`config.mk`:
```
export PLATFORM = sky130hd
export DESIGN_NAME = aud_serial_rx
export DESIGN_NICKNAME = d
export VERILOG_FILES = /design/src/rtl/aud_rx_pkg.sv /design/src/rtl/aud_rx_tick.sv /design/src/rtl/aud_rx_framer.sv /design/src/rtl/aud_rx_shifter.sv /design/src/rtl/aud_serial_rx.sv
export SDC_FILE = /design/constraint.sdc
export NUM_CORES = 1
export LEC_CHECK = 0
export ABC_AREA = 1
export CORE_MARGIN = 2
export CORE_UTILIZATION = 47
export CTS_BUF_LIST = sky130_fd_sc_hd__clkbuf_4 sky130_fd_sc_hd__clkbuf_8
export CTS_CLUSTER_SIZE = 16
export DETAILED_ROUTE_END_ITERATION = 6
export GPL_TIMING_DRIVEN = 0
export PLACE_DENSITY = 0.7
export RECOVER_POWER = 50
export SLEW_MARGIN = 20
export SYNTH_ARGS = -nofsm -noshare
export SYNTH_HDL_FRONTEND = slang
export SYNTH_SLANG_ARGS = --single-unit
```
`constraint.sdc`:
```
create_clock -name clk -period 3.5 [get_ports clk]
set_input_delay 0.525 -clock clk [delete_from_list [all_inputs] [get_ports clk]]
set_output_delay 0.525 -clock clk [all_outputs]
set_load 0.1 [all_outputs]
```
`src/rtl/aud_rx_pkg.sv`:
```
package aud_rx_pkg;

    localparam int SAMPLE_W   = 24;
    localparam int SLOT_CNT_W = 7;

    typedef enum logic [2:0] {
        FMT_RJ16 = 3'd0,
        FMT_RJ20 = 3'd1,
        FMT_LJ24 = 3'd2,
        FMT_DLY24 = 3'd3,
        FMT_RJ24 = 3'd4
    } fmt_e;

    typedef struct packed {
        logic                  tick;
        logic                  capture;
        logic                  ended_left;
        logic [SLOT_CNT_W-1:0] idx;
    } slot_info_t;

    function automatic logic fmt_is_rj(input logic [2:0] f);
        return (f == FMT_RJ16) || (f == FMT_RJ20) || (f == FMT_RJ24);
    endfunction

    function automatic int fmt_width(input logic [2:0] f);
        case (f)
            FMT_RJ16: return 16;
            FMT_RJ20: return 20;
            default:  return SAMPLE_W;
        endcase
    endfunction

    function automatic int fmt_msb_slot(input logic [2:0] f);
        return (f == FMT_DLY24) ? 1 : 0;
    endfunction

    function automatic logic fmt_left_level(input logic [2:0] f);
        return (f == FMT_DLY24) ? 1'b0 : 1'b1;
    endfunction

endpackage

```
`src/rtl/aud_rx_tick.sv`:
```
module aud_rx_tick (
    input  logic clk,
    input  logic rst,
    input  logic bit_clk,
    output logic tick
);
    logic bclk_q;

    always_ff @(posedge clk) begin
        if (rst) bclk_q <= 1'b0;
        else     bclk_q <= bit_clk;
    end

    assign tick = bit_clk & ~bclk_q;
endmodule

```
`src/rtl/aud_rx_framer.sv`:
```
module aud_rx_framer
    import aud_rx_pkg::*;
#(
    parameter int CNT_W = SLOT_CNT_W
) (
    input  logic       clk,
    input  logic       rst,
    input  logic       tick,
    input  logic       frame_clk,
    input  logic [2:0] fmt_sel,
    output slot_info_t info
);
    localparam logic [CNT_W-1:0] CNT_MAX = '1;

    logic             fclk_prev;
    logic             seen;
    logic             synced;
    logic [CNT_W-1:0] idx_q;
    logic             edge_now;
    logic [CNT_W-1:0] idx_now;

    always_comb begin
        edge_now = tick && seen && (frame_clk != fclk_prev);
        if (edge_now)             idx_now = '0;
        else if (idx_q == CNT_MAX) idx_now = idx_q;
        else                      idx_now = idx_q + 1'b1;
    end

    always_ff @(posedge clk) begin
        if (rst) begin
            fclk_prev <= 1'b0;
            seen      <= 1'b0;
            synced    <= 1'b0;
            idx_q     <= '0;
        end else if (tick) begin
            fclk_prev <= frame_clk;
            seen      <= 1'b1;
            idx_q     <= idx_now;
            if (edge_now) synced <= 1'b1;
        end
    end

    always_comb begin
        info.tick       = tick;
        info.capture    = edge_now && synced;
        info.ended_left = (fclk_prev == fmt_left_level(fmt_sel));
        info.idx        = idx_now;
    end
endmodule

```
`src/rtl/aud_rx_shifter.sv`:
```
module aud_rx_shifter
    import aud_rx_pkg::*;
#(
    parameter int W = SAMPLE_W
) (
    input  logic         clk,
    input  logic         rst,
    input  slot_info_t   info,
    input  logic         ser_data,
    input  logic [2:0]   fmt_sel,
    output logic [W-1:0] word
);
    logic [W-1:0] win_q;
    logic [W-1:0] acc_q;
    logic [W-1:0] acc_nxt;

    always_comb begin
        int pos;
        acc_nxt = (info.idx == '0) ? '0 : acc_q;
        pos     = int'(info.idx) - fmt_msb_slot(fmt_sel);
        if (pos >= 0 && pos < W) acc_nxt[W-1-pos] = ser_data;
    end

    always_ff @(posedge clk) begin
        if (rst) begin
            win_q <= '0;
            acc_q <= '0;
        end else if (info.tick) begin
            win_q <= {win_q[W-2:0], ser_data};
            acc_q <= acc_nxt;
        end
    end

    always_comb begin
        if (fmt_is_rj(fmt_sel)) word = win_q << (W - fmt_width(fmt_sel));
        else                    word = acc_q;
    end
endmodule

```
`src/rtl/aud_serial_rx.sv`:
```
module aud_serial_rx
    import aud_rx_pkg::*;
#(
    parameter int W     = SAMPLE_W,
    parameter int CNT_W = SLOT_CNT_W
) (
    input  logic         clk,
    input  logic         rst,
    input  logic         bit_clk,
    input  logic         frame_clk,
    input  logic         ser_data,
    input  logic [2:0]   fmt_sel,
    output logic [W-1:0] left_smp,
    output logic [W-1:0] right_smp,
    output logic         smp_valid
);
    logic         tick;
    slot_info_t   info;
    logic [W-1:0] word;
    logic [W-1:0] left_hold;
    logic         have_left;

    aud_rx_tick u_tick (
        .clk     (clk),
        .rst     (rst),
        .bit_clk (bit_clk),
        .tick    (tick)
    );

    aud_rx_framer #(.CNT_W(CNT_W)) u_framer (
        .clk       (clk),
        .rst       (rst),
        .tick      (tick),
        .frame_clk (frame_clk),
        .fmt_sel   (fmt_sel),
        .info      (info)
    );

    aud_rx_shifter #(.W(W)) u_shifter (
        .clk      (clk),
        .rst      (rst),
        .info     (info),
        .ser_data (ser_data),
        .fmt_sel  (fmt_sel),
        .word     (word)
    );

    always_ff @(posedge clk) begin
        if (rst) begin
            left_hold <= '0;
            have_left <= 1'b0;
            left_smp  <= '0;
            right_smp <= '0;
            smp_valid <= 1'b0;
        end else begin
            smp_valid <= 1'b0;
            if (info.capture) begin
                if (info.ended_left) begin
                    left_hold <= word;
                    have_left <= 1'b1;
                end else if (have_left) begin
                    left_smp  <= left_hold;
                    right_smp <= word;
                    smp_valid <= 1'b1;
                    have_left <= 1'b0;
                end
            end
        end
    end
endmodule

```
Word level (Yosys, flattened, before mapping)
Cells that the tools add are included.
{"block": "op_classes", "add_sub_neg": 4, "n_lt_le_gt_ge": 4, "n_eq_ne": 6, "n_shift": 1, "muxes": 14, "bitwise_logic": 4, "n_reduce_logical": 13}
{"operator": "$mux W24", "count": 3}
{"operator": "$ge A32 B1 Y1 const B", "count": 2}
{"operator": "$sub A6 B32 Y32 const A", "count": 2}
{"operator": "$lt A32 B6 Y1 const B", "count": 1}
{"operator": "$lt A32 B7 Y1 const B", "count": 1}
{"operator": "$mux W32", "count": 1}
{"operator": "$shl A24 B32 Y24", "count": 1}
{"operator": "$sub A8 B32 Y32", "count": 1}
{"operator": "$bwmux W24", "count": 1}
{"operator": "$mux W7", "count": 2}
{"operator": "$pmux W4 S2", "count": 1}
{"operator": "$add A7 B1 Y7 const B", "count": 1}
{"operator": "$eq A7 B7 Y1 const B", "count": 1}
{"operator": "$logic_not A7 Y1", "count": 1}
{"operator": "$demux W1 S5", "count": 1}
{"operator": "$logic_and A1 B1 Y1", "count": 5}
{"operator": "$mux W1", "count": 5}
{"operator": "$reduce_and A2 Y1", "count": 2}
{"operator": "$eq A3 B1 Y1 const B", "count": 1}
{"operator": "$eq A3 B2 Y1 const B", "count": 1}
{"operator": "$eq A3 B3 Y1 const B", "count": 1}
{"operator": "$logic_not A3 Y1", "count": 1}
{"operator": "$not A1 Y1", "count": 3}
{"operator": "$reduce_and A3 Y1", "count": 1}
{"operator": "other kinds (5)", "count": 6}
{"block": "totals", "reg_bits": 133, "input_bits": 8, "output_inout_bits": 49, "word_cells": 58}

Depth between registers and ports, before layout
{"block": "logic_depth", "depth_word": 13, "depth_mapped": 24}

Cells and area by module
From an unflattened synthesis, not the netlist that was laid out.
{"block": "hier_totals", "cells_unflattened": 1024, "area_unflattened_um2": 6856.6}
{"module": "aud_rx_shifter", "instances": 1, "cells_each": 513, "area_per_inst_um2": 3360.7, "seq_area_each_um2": 960.9}
{"module": "aud_serial_rx", "instances": 1, "cells_each": 416, "area_per_inst_um2": 2829.0, "seq_area_each_um2": 1481.4}
{"module": "aud_rx_framer", "instances": 1, "cells_each": 91, "area_per_inst_um2": 635.6, "seq_area_each_um2": 200.2}
{"module": "aud_rx_tick", "instances": 1, "cells_each": 4, "area_per_inst_um2": 31.3, "seq_area_each_um2": 20.0}

Least setup slack after synthesis
Ideal clock, no wire load.
{"block": "synth_timing", "path_kind": "flip-flop to flip-flop", "start": "register u_framer.idx_q[0]", "end": "register u_shifter.acc_q[10]", "arrival_ns": 3.171, "t_required_ns": 3.368, "setup_slack_ns": 0.197, "path_stages_with_launch": 25, "n_path_buf": 2, "synth_period_minus_slack_ns": 3.303, "path_cell_list": "dfxtp_1 -> ha_1 -> nand2_2 -> nor2_4 -> nand2_4 -> or2_0 -> nand3_1 -> ha_1 -> ha_1 -> a21boi_2 -> nand3_1 -> nor2_1 -> ha_1 -> inv_1 -> nand2_1 -> nor3_1 -> nand2_1 -> nand2_1 -> nand2_1 -> nor2_4 -> buf_6 -> buf_6 -> nand3_1 -> nand3_1 -> a21oi_1"}
{"block": "synth_between", "elab_chain_len": 11, "elab_cells_between_ends": 18}
{"element": "from (decl)", "line_no": "aud_rx_framer.sv:18", "text": "logic [CNT_W-1:0] idx_q;"}
{"element": "from (signal assigned)", "line_no": "aud_rx_framer.sv:38", "text": "idx_q <= idx_now;"}
{"element": "$add A7 B1 Y7 / $eq A7 B7 Y1 (equally long branches)", "line_no": "aud_rx_framer.sv:26, aud_rx_framer.sv:25"}
{"element": "$mux W7 (*)", "line_no": "aud_rx_framer.sv:25", "text": "else if (idx_q == CNT_MAX) idx_now = idx_q;"}
{"element": "$mux W7 (*)", "line_no": "aud_rx_framer.sv:24", "text": "if (edge_now) idx_now = '0;"}
{"element": "$sub A8 B32 Y32", "line_no": "aud_rx_shifter.sv:20", "text": "pos = int'(info.idx) - fmt_msb_slot(fmt_sel);"}
{"element": "$sub A6 B32 Y32", "line_no": "aud_rx_shifter.sv:21", "text": "if (pos >= 0 && pos < W) acc_nxt[W-1-pos] = ser_data;"}
{"element": "$ge A32 B1 Y1 (not written as such) / $lt A32 B7 Y1 (equally long branches)", "line_no": "aud_rx_shifter.sv:21"}
{"element": "$logic_and A1 B1 Y1 (not written as such)", "line_no": "aud_rx_shifter.sv:21"}
{"element": "$mux W1 (not written as such)", "line_no": "aud_rx_shifter.sv:21"}
{"element": "$demux W1 S5"}
{"element": "$bwmux W24", "line_no": "aud_rx_shifter.sv:21"}
{"element": "$mux W24 (*)", "line_no": "aud_rx_shifter.sv:21"}
{"element": "to (signal assigned)", "line_no": "aud_rx_shifter.sv:30", "text": "acc_q <= acc_nxt;"}
{"element": "to (decl)", "line_no": "aud_rx_shifter.sv:14", "text": "logic [W-1:0] acc_q;"}
Every way passes the cells marked *; elsewhere a longest branch is shown, timed or not.
A chain may end at the register's enable or synchronous reset.

Worst setup path after layout
{"block": "layout_timing", "start": "register u_framer.idx_q[0]", "end": "register u_shifter.acc_q[6]"}
The elaborated chain is that of the path after synthesis.

==> metrics <==
Pins Over Slew Limit=0; drt pass-1 iters=5; Worst setup SP type=flop; Total Routing Usage GR=around a quarter; Top Ports=57; Critical Path RT=3.82 ns; Die Ht=~120 um; CTS buffer count=17; Antenna Cells=0; Max Fclk=about 300 MHz; unrepaired setup endpoints after global routing=true; Fin Setup TNS=0 ns; grt total ovfl=0; Post-Syn Area per Cell=6.97 um2; Max IR drop VDD=between 0.00015 and 0.0002 V; Reg2Reg Depth=24; Mapped Cells=~900; cts hold-fix bufs=0; Skew-Pair Late Insertion Delay=0.46 ns; Design Power=between 3 and 4 mW; Critical Path AT=roughly 3.6 ns; CTS tree=built; initial DRC count=532; most common cell after layout, fill and taps aside=nand2_1; PD cells=roughly 450 nW/um2; Vias=6241; core area=roughly 13000 um2; DRC=0; proportion of layout cells with a drive suffix above 1=9.28%; Design Area, Final=7630 um2; synthesis-stage register bit count=133; WP buf/inv=3; number of hold violations in the final report=0; Worst path top cell family by delay=simple AND/OR/NAND/NOR gates; row count=between 40 and 50; Sink Count=~130; CTS Buffer Depth=2; critical path depth in cells=24; Netlist Area Pre-Place=~6200 um2; H-tree Lvls=4; area growth from synthesis to layout=22.7%; CTS clk-pin slew, worst paths=0.08 ns; Final min period=about 3.3 ns; crit-path max cell delay=between 0.3 and 0.4 ns; Routed wire per std cell=between 10 and 15 um; gpl congestion=around 1.0; Lkg Pwr=~3.0 nW; CTS root buf=clkbuf_8; commonest non-fill, non-tap cells in the layout=161 x nand2_1, 129 x dfxtp_1, 123 x nor2_1; worst hold path depth=2; die area=14200 um2; CP cell instances=ha_4 -> nand2_4 -> nor2_4 -> nand2_4 -> or2_4 -> nand3_4 -> ha_4 -> ha_4 -> a21boi_4 -> nand3_2 -> nor2_2 -> ha_1 -> inv_2 -> nand2_1 -> nor3_2 -> nand2_1 -> nand2_1 -> nand2_2 -> nor2_4 -> buf_6 -> buf_4 -> nand3_1 -> nand3_1 -> a21oi_1; WS Path Type=flop to flop; initial antenna violation count=0; vias in the first global route=around 5700; Die Wd=around 120 um; Max Cap Viol=0; slowest CP cell=dfxtp_4; worst hold path type=flop to flop; Detail Route Antenna Nets=0; outcome=finished clean; final setup vio count=0; Area after DPL=roughly 7000 um2; Synth cell types=34; clk_skew=0.0138 ns; Worst Setup End Kind=flop; Initial Utilization=~48%; transition time of the tightest slew-check pin=just under 1 ns; fin crit share=a little over nine tenths; syn nets=between 900 and 1000; Max transition margin=approximately a third; drt total wl=about 17 mm; IO buf count=56; Nets=a little under 1000; first-pass GRT wire length=roughly 28 mm; Seq/Total Area, Yosys=42.8%; DR vias/cell=between 5 and 6; largest net degree at the start of global routing=17; Detail Placement HPWL=12.5 mm; critical path fanouts, max=8; Ys Warns=0
## worst reg2reg max path, stage by stage (launching register included)
cell and delay, ns:
dfxtp_4 0.39, ha_4 0.16, nand2_4 0.05, nor2_4 0.11, nand2_4 0.07, or2_4 0.26
nand3_4 0.10, ha_4 0.15, ha_4 0.13, a21boi_4 0.18, nand3_2 0.10, nor2_2 0.11
ha_1 0.24, inv_2 0.06, nand2_1 0.05, nor3_2 0.11, nand2_1 0.07, nand2_1 0.07
nand2_2 0.07, nor2_4 0.15, buf_6 0.16, buf_4 0.15, nand3_1 0.07, nand3_1 0.10
a21oi_1 0.07
## routing by layer
| layer | routed length [um] | share of wire [%] | global-route usage [%] | vias to the layer above |
|---|---|---|---|---|
| met5 | 0 | 0 | 0 | - |
| met4 | 458 | 2.7 | 11.1 | 0 |
| met3 | 1030 | 6.0 | 4.84 | 41 |
| met2 | 7860 | 46 | 38.8 | 200 |
| met1 | 7800 | 45 | 32.5 | 2868 |
| li1 | - | - | - | 3132 |
## area by class of cell
type	instances	area, um2
Fill cell	1281	5460
Multi-Input combinational cell	643	3190
Timing Repair Buffer	68	654
Clock inverter	13	173
Clock buffer	18	248
Sequential cell	133	2670
Buffer	55	240
Tap cell	176	220
Inverter	61	229
## power by group
group | internal [mW] | leakage, nW | switching (mW)
registers | 1.55 | 1.08 | 0.0280
logic | 0.158 | 1.67 | 0.315
clock network | 0.729 | 0.210 | 0.641
total | 2.43 | 2.96 | 0.985
## flip-flops by register name, indices dropped and copies added, names as in the netlist
signal,cells
have_left,1
u_framer.seen,1
left_hold,24
right_smp,24
u_framer.synced,1
left_smp,24
smp_valid,1
u_framer.idx_q,7
u_shifter.acc_q,24
u_shifter.win_q,24
u_tick.bclk_q,1
u_framer.fclk_prev,1
## synth_stat cells
master	count	area, um2
nand3_1	69	345
nand2_2	6	37.5
a2bb2oi_1	3	26.3
nand2_4	4	45.0
nand2_1	165	619
or2_0	1	6.26
buf_4	2	15.0
xnor2_1	1	8.76
nor2_2	3	18.8
a21oi_1	100	500
buf_1	3	11.3
nor2_1	124	465
a22oi_1	3	22.5
dfxtp_1	133	2660
a221oi_1	1	8.76
or3_1	1	6.26
o21ai_0	113	566
o21ai_1	10	50.1
ha_1	8	100
clkinv_1	3	11.3
clkbuf_1	47	176
a21boi_2	1	11.3
xor2_1	1	8.76
nand3b_1	2	15.0
inv_1	55	206
buf_6	3	33.8
nor3_1	4	20.0
nand4_1	3	18.8
a32oi_1	11	96.3
a21oi_2	2	17.5
nand3_2	3	30.0
nor2_4	3	33.8
inv_2	3	11.3
mux2i_1	1	10.0
## kinds of logic after synthesis
group           Yosys count  share of synthesized area, %
mux                       1                         0.161
fa+ha+maj                 8                          1.61
flops                   133                          42.8
buf+inv                 116                          7.49
xor+xnor                  2                         0.282
simple gates            388                          26.7
compound gates          244                          20.9
## final timing paths
kind | to | slack (ns) | start
max | u_shifter.acc_q[6] | 0.17 | u_framer.idx_q[0]
min reg2reg | have_left | 0.47 | have_left
min | have_left | 0.47 | have_left
max reg2reg | u_shifter.acc_q[6] | 0.17 | u_framer.idx_q[0]
## metrics by stage
step                      utilization [%]  cells  setup slack (ns)  hold WS [ns]
after CTS                            57.2   1160          0.000890         0.475
after floorplan                         -    892             0.197         0.444
final                                58.3   1167             0.174         0.473
after global routing                 58.3   1167           -0.0303         0.501
after global placement               53.5   1124            -0.665         0.455
after detailed placement             53.5   1124            -0.675         0.463
## what timing repair did
item,in CTS,in global routing
buffers inserted,5,6
gates resized for setup,11,21
hold endpoints to repair,0,0
gates cloned,0,1
setup endpoints to repair,24,24
pin swaps,1,20
(Power assumes the default switching activity.)
